===== src/rtl/hdec_pkg.sv =====
package hdec_pkg;

    // Outcome of one decode, kept in the registered state
    typedef enum logic [1:0] {
        DEC_IDLE = 2'd0,
        DEC_HIT  = 2'd1,
        DEC_MISS = 2'd2
    } dec_status_e;

endpackage


===== src/rtl/hdec_bank_sel.sv =====
// First decode level: picks one fitted bank from the upper address bits.
module hdec_bank_sel #(
    parameter int BANK_W    = 2,
    parameter int NUM_BANKS = 3
) (
    input  logic                 en_i,
    input  logic [BANK_W-1:0]    bank_i,
    output logic [NUM_BANKS-1:0] sel_o,
    output logic                 miss_o
);

    for (genvar b = 0; b < NUM_BANKS; b++) begin : g_bank
        assign sel_o[b] = en_i && (bank_i == BANK_W'(b));
    end

    assign miss_o = en_i && (int'(bank_i) >= NUM_BANKS);

endmodule


===== src/rtl/hdec_row_dec.sv =====
// Second decode level: one per bank, enabled only for the chosen bank.
module hdec_row_dec #(
    parameter int ROW_W = 4,
    localparam int ROWS = 1 << ROW_W
) (
    input  logic             en_i,
    input  logic [ROW_W-1:0] row_i,
    output logic [ROWS-1:0]  onehot_o
);

    always_comb begin
        onehot_o = '0;
        if (en_i) begin
            onehot_o[row_i] = 1'b1;
        end
    end

endmodule


===== src/rtl/hdec_two_level.sv =====
module hdec_two_level
    import hdec_pkg::*;
#(
    parameter int ADDR_W    = 6,
    parameter int ROW_W     = 4,
    parameter int NUM_BANKS = 3
) (
    input  logic                                clk_i,
    input  logic                                rst_ni,
    input  logic                                acc_en_i,
    input  logic [ADDR_W-1:0]                   addr_i,
    output logic [NUM_BANKS-1:0]                bank_sel_o,
    output logic [NUM_BANKS*(1<<ROW_W)-1:0]     row_sel_o,
    output logic                                range_err_o
);

    localparam int BANK_W = ADDR_W - ROW_W;
    localparam int ROWS   = 1 << ROW_W;
    localparam int SEL_W  = NUM_BANKS * ROWS;

    typedef struct packed {
        logic [NUM_BANKS-1:0] bank;
        logic [SEL_W-1:0]     row;
        dec_status_e          status;
    } dec_state_t;

    logic [BANK_W-1:0]    bank_field;
    logic [ROW_W-1:0]     row_field;
    logic [NUM_BANKS-1:0] bank_hit;
    logic                 bank_miss;
    logic [SEL_W-1:0]     row_hit;

    dec_state_t state_d, state_q;

    assign bank_field = addr_i[ADDR_W-1:ROW_W];
    assign row_field  = addr_i[ROW_W-1:0];

    hdec_bank_sel #(
        .BANK_W    (BANK_W),
        .NUM_BANKS (NUM_BANKS)
    ) u_bank_sel (
        .en_i   (acc_en_i),
        .bank_i (bank_field),
        .sel_o  (bank_hit),
        .miss_o (bank_miss)
    );

    for (genvar b = 0; b < NUM_BANKS; b++) begin : g_rows
        hdec_row_dec #(
            .ROW_W (ROW_W)
        ) u_row_dec (
            .en_i     (bank_hit[b]),
            .row_i    (row_field),
            .onehot_o (row_hit[b*ROWS +: ROWS])
        );
    end

    always_comb begin
        state_d        = state_q;
        state_d.bank   = bank_hit;
        state_d.row    = row_hit;
        if (!acc_en_i) begin
            state_d.status = DEC_IDLE;
        end else if (bank_miss) begin
            state_d.status = DEC_MISS;
        end else begin
            state_d.status = DEC_HIT;
        end
    end

    always_ff @(posedge clk_i or negedge rst_ni) begin
        if (!rst_ni) begin
            state_q <= '{bank: '0, row: '0, status: DEC_IDLE};
        end else begin
            state_q <= state_d;
        end
    end

    assign bank_sel_o  = state_q.bank;
    assign row_sel_o   = state_q.row;
    assign range_err_o = (state_q.status == DEC_MISS);

endmodule


===== config.mk =====
export PLATFORM = sky130hd
export DESIGN_NAME = hdec_two_level
export DESIGN_NICKNAME = d
export VERILOG_FILES = /design/src/rtl/hdec_pkg.sv /design/src/rtl/hdec_bank_sel.sv /design/src/rtl/hdec_row_dec.sv /design/src/rtl/hdec_two_level.sv
export SDC_FILE = /design/constraint.sdc
export NUM_CORES = 1
export LEC_CHECK = 0
export ABC_AREA = 1
export BUFFER_PORTS_ARGS = -buffer_cell sky130_fd_sc_hd__clkbuf_2
export CAP_MARGIN = 15
export CORE_ASPECT_RATIO = 2
export CORE_MARGIN = 10
export CORE_UTILIZATION = 51
export CTS_BUF_LIST = sky130_fd_sc_hd__clkbuf_8 sky130_fd_sc_hd__clkbuf_16
export DETAILED_ROUTE_END_ITERATION = 7
export PLACE_DENSITY = 0.79
export REMOVE_ABC_BUFFERS = 1
export SKIP_LAST_GASP = 1
export SLEW_MARGIN = 20
export SYNTH_ARGS = -nofsm -noshare
export SYNTH_HDL_FRONTEND = slang
export SYNTH_SLANG_ARGS = --single-unit

===== constraint.sdc =====
create_clock -name clk_i -period 0.8 [get_ports clk_i]
set_input_delay 0.08 -clock clk_i [delete_from_list [all_inputs] [get_ports clk_i]]
set_output_delay 0.08 -clock clk_i [all_outputs]
set_load 0.02 [all_outputs]

==> results.md, run 1 <==
- Outcome: finished with violations
- Failing checks: negative setup slack
- Total wire length: approximately 4500 um
- CP Data Arrival Time: 0.91 ns
- Routed WL per cell: ~16 um
- HP Class: input port to flip-flop
- Net Sw Frac: 20.8%
- H-tree depth: 2
- Detail Placement HPWL: between 3000 and 4000 um
- Vias in the first global route: 1237
- Flop pwr share: ~57%
- CTS tree: built
- Die Ht: 111 um
- Worst slew pin tran: 0.337 ns
- Synthesis Warnings: 0
- Share of layout cells above drive strength 1: 35.7%
- Sum Neg Setup Slack: -4.62 ns
- Initial antenna violation count: 0
- Total global-route track usage: 11.8%
- Avg Inst Size Synth: about 11 um2
- Area share of the largest cell type after synthesis: 63.0%
- Initial Util: 52.0%
- Final critical-path required period: 0.992 ns
- Root Buffer: clkbuf_8
- Dpl cell area: 2170 um2
- Clk sinks: 53
- CP max stage delay: ~0.37 ns
- Kind of critical path: flip-flop to primary output
- Asr flop ratio synth: between 90% and 100%
- Pwr dens: 1800 nW/um2
- Top cells by count, synth: 55 x nor2_1, 53 x dfrtp_1, 51 x buf_4
- Port Buffers: 60
- Relative slew slack: 77.4%
- GRT overflow: 0
- Core region area: around 4000 um2
- Clock-pin slew on the worst setup and hold paths: 0.08 ns
- Max-slew violations: 0
- Netlist cell types: 9
- Worst setup margin: -0.192 ns
- Pre-antenna DRT Iters: 4
- Sequential area share after synthesis: 63.0%
- EDFF count, synth: 0
- Largest cells by area after synthesis: dfrtp_1 63%, buf_4 18%, nor2_1 9.8%
- Leading area contributor after synthesis: dfrtp_1
- Final nets: 233
- CP max FO: 1
- CTS max path bufs: 2
- Post-synthesis cell count: 198
- Vias post-DR: approximately 1200
- Max Cap Viol: 0
- Critical path's slowest cell: dfrtp_1
- # diodes: 0
- DR vias/cell: between 4 and 5
- Max Freq: about 1.0 GHz
- Grt peak-use layer: met2
- Worst Setup Start Kind: flip-flop
- CP endpoint kind: primary output
- Clock power share: 35.5%
- Post-CTS Setup Inserts: 0
- Leading cell type by number of instances after synthesis: nor2_1
- Main synth FF type: dfrtp_1
- Final core occ: 64.9%
- Drt drc: 0
- Critical Path RT: 0.72 ns
- Iteration-0 DRC Markers: 17
- Worst VDD drop: 1.42 mV
- Met3 GRT Util: 4.05%
- DP Worst Slack: -0.0559 ns
- CTS buffer count: 5
- Post-synthesis register bit count: 53
- Die Width: between 60 and 70 um
- # fillers: 309
- Post-route cell area: roughly 2600 um2
- Synth Cell Area: 2110 um2
- Final GP Congestion: roughly 0.78
- P_int: 3740 uW
- Logic pwr share: 7.1%
- Met1 GRT Util: 10.7%
- Met2 Resource Use GR: between 20% and 30%
- Ports: 61
- Final ANT Viol Nets: 0
- Period utilisation layout: 124%
- RSZ-0062 raised after global routing: yes
- Final Hold Fails: 0
- First-pass GRT wire length: around 6500 um
- Switch Pwr: 983 uW
- Total die area: 7250 um2
- Static leakage power: between 0.001 and 0.0015 uW
- Row cnt: 33
- Largest net degree at the start of global routing: 23
- Final setup viols: 52
- Crit-path cells: nor2_1, buf_4
- Layout area overhead: 24.7%
-- layer usage --
metal  vias up  part of all wire (%)
met5         -                     0
met3         8                   5.4
met2        39                    61
met1       597                    31
met4         0                   2.9
li1        583                     -
-- logic make-up (layout without fill, tap and decap cells) --
logic type | Yosys count | in the layout | synth area share, %
AO/OA/AOI/OAI | 1 | 1 | 0.237
buffers and inverters | 67 | 93 | 22.1
flip-flops | 53 | 53 | 63.0
AND/OR/NAND/NOR | 77 | 77 | 14.7
-- registers in the layout (all words and copies together), names as in the netlist --
name,count
state_q,2
bank_sel_o,3
row_sel_o,48
-- path summary, 6_finish.rpt --
path	start	endpoint	slack (ns)	cells past startpoint
min in group asynchronous	rst_ni	state_q[0]$_DFF_PN0_	0.25	2
worst max-delay path	state_q[0]$_DFF_PN0_	range_err_o	-0.19	2
worst min-delay path	acc_en_i	state_q[0]$_DFF_PN0_	0.07	3
max in group asynchronous	rst_ni	bank_sel_o[1]$_DFF_PN0_	0.13	3
-- cells in the final DEF (no fill, tap or decap), drive strengths merged --
cell / count
nor3: 1
nand3: 3
bufinv: 1
nand2: 18
nor2: 55
clkinv: 1
clkbuf: 17
a21oi: 1
dlygate4sd3: 3
dfrtp: 53
buf: 58
inv: 13
-- power groups by stage --
stage / sequential [uW] / combinational (uW) / clock, uW
4_1_cts: 2710 / 320 / 1710
2_1_floorplan: 2790 / 86.1 / 0
5_1_grt: 2710 / 377 / 1830
3_5_place_dp: 2760 / 307 / 0
6_report: 2710 / 337 / 1670
3_3_place_gp: 2760 / 300 / 0
-- layout make-up --
cell class	count	area (um2)	area share, %
Clock inverter	2	35.0	1.33
Timing Repair Buffer	73	768	29.3
Inverter	13	48.8	1.86
Multi-Input combinational cell	78	314	12.0
Tap cell	52	65.1	2.48
Clock buffer	5	68.8	2.62
Sequential cell	53	1330	50.5
-- stage by stage --
stage | hold WS, ns | cells | power (uW)
2_1_floorplan | -0.216 | 144 | 2870
3_3_place_gp | -0.0125 | 266 | 3060
3_5_place_dp | -0.00976 | 266 | 3070
4_1_cts | 0.0681 | 276 | 4730
5_1_grt | 0.0906 | 276 | 4920
6_report | 0.0676 | 276 | 4720
-- critical path: cells and delay by family, from the launching register on --
family,cells,cell delay (ns)
and+or+nand+nor,1,0.10
buffers and inverters,1,0.15
DFF,1,0.37
-- timing repair --
| action | in CTS | in global routing |
|---|---|---|
| hold buffers | 3 | 0 |
| resized for setup | 9 | 142 |
| setup endpoints to repair | 52 | 52 |
| endpoints found under the hold margin | 54 | 0 |
| pin swaps | 1 | 1 |
(Power assumes the default switching activity.)
==> inputs of run 2 (changes only) <==
- CAP_MARGIN: 15 -> 20
- CORE_MARGIN: 10 -> 2
==> run 2 against run 1 <==
Compared with the run above: the run still ends with negative setup slack left; worst setup slack worse by 0.0073 ns; critical path depth increased by 1; sequential power hardly changed.
==> results.md, run 2 (same netlist as run 1, synthesis figures left out) <==
- CP endpoint kind: primary output
- Post-CTS Setup Inserts: 0 (unchanged)
- Crit-path cells: inv_1, nor2_1, buf_4
- Pre-antenna DRT Iters: 4 (unchanged)
- Max-slew violations: 0 (unchanged)
- CP max stage delay: 0.33 ns (-0.04 ns)
- Critical path's slowest cell: dfrtp_1
- CP max FO: 1 (unchanged)
- # diodes: 0 (unchanged)
- Max Freq: 1.00 GHz (-0.73%)
- Iteration-0 DRC Markers: 32 (+15)
- Clk sinks: 53 (unchanged)
- Highest Signal Layer: met4
- Vias post-DR: 1254 (+2.2%)
- Final critical-path required period: 0.999 ns (+0.00732 ns)
- Failing checks: negative setup slack
- Final nets: 229 (-1.7%)
- Detail Placement HPWL: 2680 um (-15%)
- Drt drc: 0 (unchanged)
- Initial Util: 52.0% (unchanged)
- Share of layout cells above drive strength 1: 35.7% (about the same)
- Ports: 61 (unchanged)
- Period utilisation layout: 125% (+0.91 points)
- Worst setup margin: -0.199 ns (-0.00732 ns)
- Clock-pin slew on the worst setup and hold paths: 0.09 ns (about the same)
- Final Hold Fails: 0 (unchanged)
- GRT overflow: 0 (unchanged)
- Placed insts: 264 (-0.75%)
- Relative slew slack: 79.3% (+1.9 points)
- Row cnt: 33 (unchanged)
- Initial antenna violation count: 0 (unchanged)
- Total global-route track usage: 16.9% (+5.1 points)
- HP Class: input port to flip-flop
- DR vias/cell: 4.59 (+3.3%)
- Kind of critical path: flip-flop to primary output
- Routed WL per cell: 14.8 um (-8.3%)
- CP delay by family, top: flip-flops
- Total die area: 4690 um2 (-35%)
- Crit path buffers/inverters: 2 (+1)
- Root Buffer: clkbuf_8
- CTS max path bufs: 2 (unchanged)
- Layout area overhead: 23.7%
- First-pass GRT wire length: 5730 um (-12%)
- Total wire length: 4040 um (-9.3%)
- Largest net degree at the start of global routing: 23 (unchanged)
- Critical Path RT: 0.72 ns (about the same)
- Vias in the first global route: 1224 (-1.1%)
- Worst VDD drop: 1.13 mV (-20%)
- Final setup viols: 52 (unchanged)
- Worst Setup Start Kind: flip-flop
- Commonest non-fill, non-tap cells in the layout: 55 x nor2_1, 53 x dfrtp_1, 51 x buf_6, 18 x nand2_1, 13 x inv_1
- DR WL met2: 2420 um (-11%)
- M1 WL: 1330 um (-2.1%)
- Static leakage power: 0.00137 uW (-0.80%)
- H-tree depth: 2 (unchanged)
- Met3 wire length: 130 um (-46%)
- CP Data Arrival Time: 0.92 ns (about the same)
- Die Width: 49.4 um (-24%)
- Port Buffers: 60 (unchanged)
- Hold Worst Slack: 0.0148 ns (-0.0529 ns)
- Outcome: finished with violations
- Most common cell after layout, fill and taps aside: nor2_1
- Pwr dens: 1760 nW/um2 (-2.1%)
- CTS tree: built
- RSZ-0062 raised after global routing: yes
- Die Ht: 94.9 um (-14%)
- CTS buffer count: 5 (unchanged)
- Core region area: 4050 um2 (unchanged)
- Final ANT Viol Nets: 0 (unchanged)
- Max reg flops: 48 (unchanged)
- Final GP Congestion: 0.886 (+13%)
- Worst slew pin tran: 0.309 ns (-0.0282 ns)
- Max Cap Viol: 0 (unchanged)
- Layout Cells excl Fill: 273 (-1.1%)
## run 2: path summary, 6_finish.rpt
kind                                       from                       to  slack (ns)  cells past startpoint
max in group asynchronous                rst_ni  row_sel_o[28]$_DFF_PN0_        0.23                      3
hold / removal                        addr_i[4]     state_q[0]$_DFF_PN0_        0.01                      2
setup / recovery           state_q[1]$_DFF_PN0_              range_err_o       -0.20                      3
min in group asynchronous                rst_ni   row_sel_o[4]$_DFF_PN0_        0.19                      2
## run 2: layer usage
layer  vias up  global-route usage [%]
met5         -                       0
met4         0                    10.2
met3        13                    3.01
met2        42                    30.7
met1       621                    17.6
li1        578                       -
## run 2: final cells by class
| cell class | count | area, um2 |
|---|---|---|
| sequential | 53 | 1330 |
| fill | 331 | 1440 |
| clock buffer | 6 | 82.6 |
| multi-input combinational | 78 | 314 |
| clock inverter | 2 | 13.8 |
| tap | 52 | 65.1 |
| inverter | 13 | 48.8 |
| timing repair buffer | 69 | 754 |
## run 2: power breakdown
part,total [uW],internal (uW),switching (uW)
clock,1540,702,834
sequential,2710,2700,11.2
combinational,338,129,209
## run 2: what timing repair did
item | 4_1_cts | 5_1_grt
endpoints found under the setup margin | 52 | 52
pin swaps | 1 | 0
resized for setup | 1 | 154
hold buffers | 1 | 0
hold endpoints to repair | 53 | 0
## run 2: metrics by stage
stage / TNS [ns] / setup slack, ns / total power, uW / util, % / cell area [um2]
6_report: -5.09 / -0.199 / 4590 / 64.4 / 2610
5_1_grt: -6.77 / -0.243 / 4810 / 64.4 / 2610
2_1_floorplan: 0 / 0.0831 / 2870 / - / 1690
3_3_place_gp: 0 / 0.00138 / 3060 / 53.8 / 2180
3_5_place_dp: -0.324 / -0.0441 / 3070 / 53.8 / 2180
4_1_cts: -5.61 / -0.215 / 4570 / 56.5 / 2290
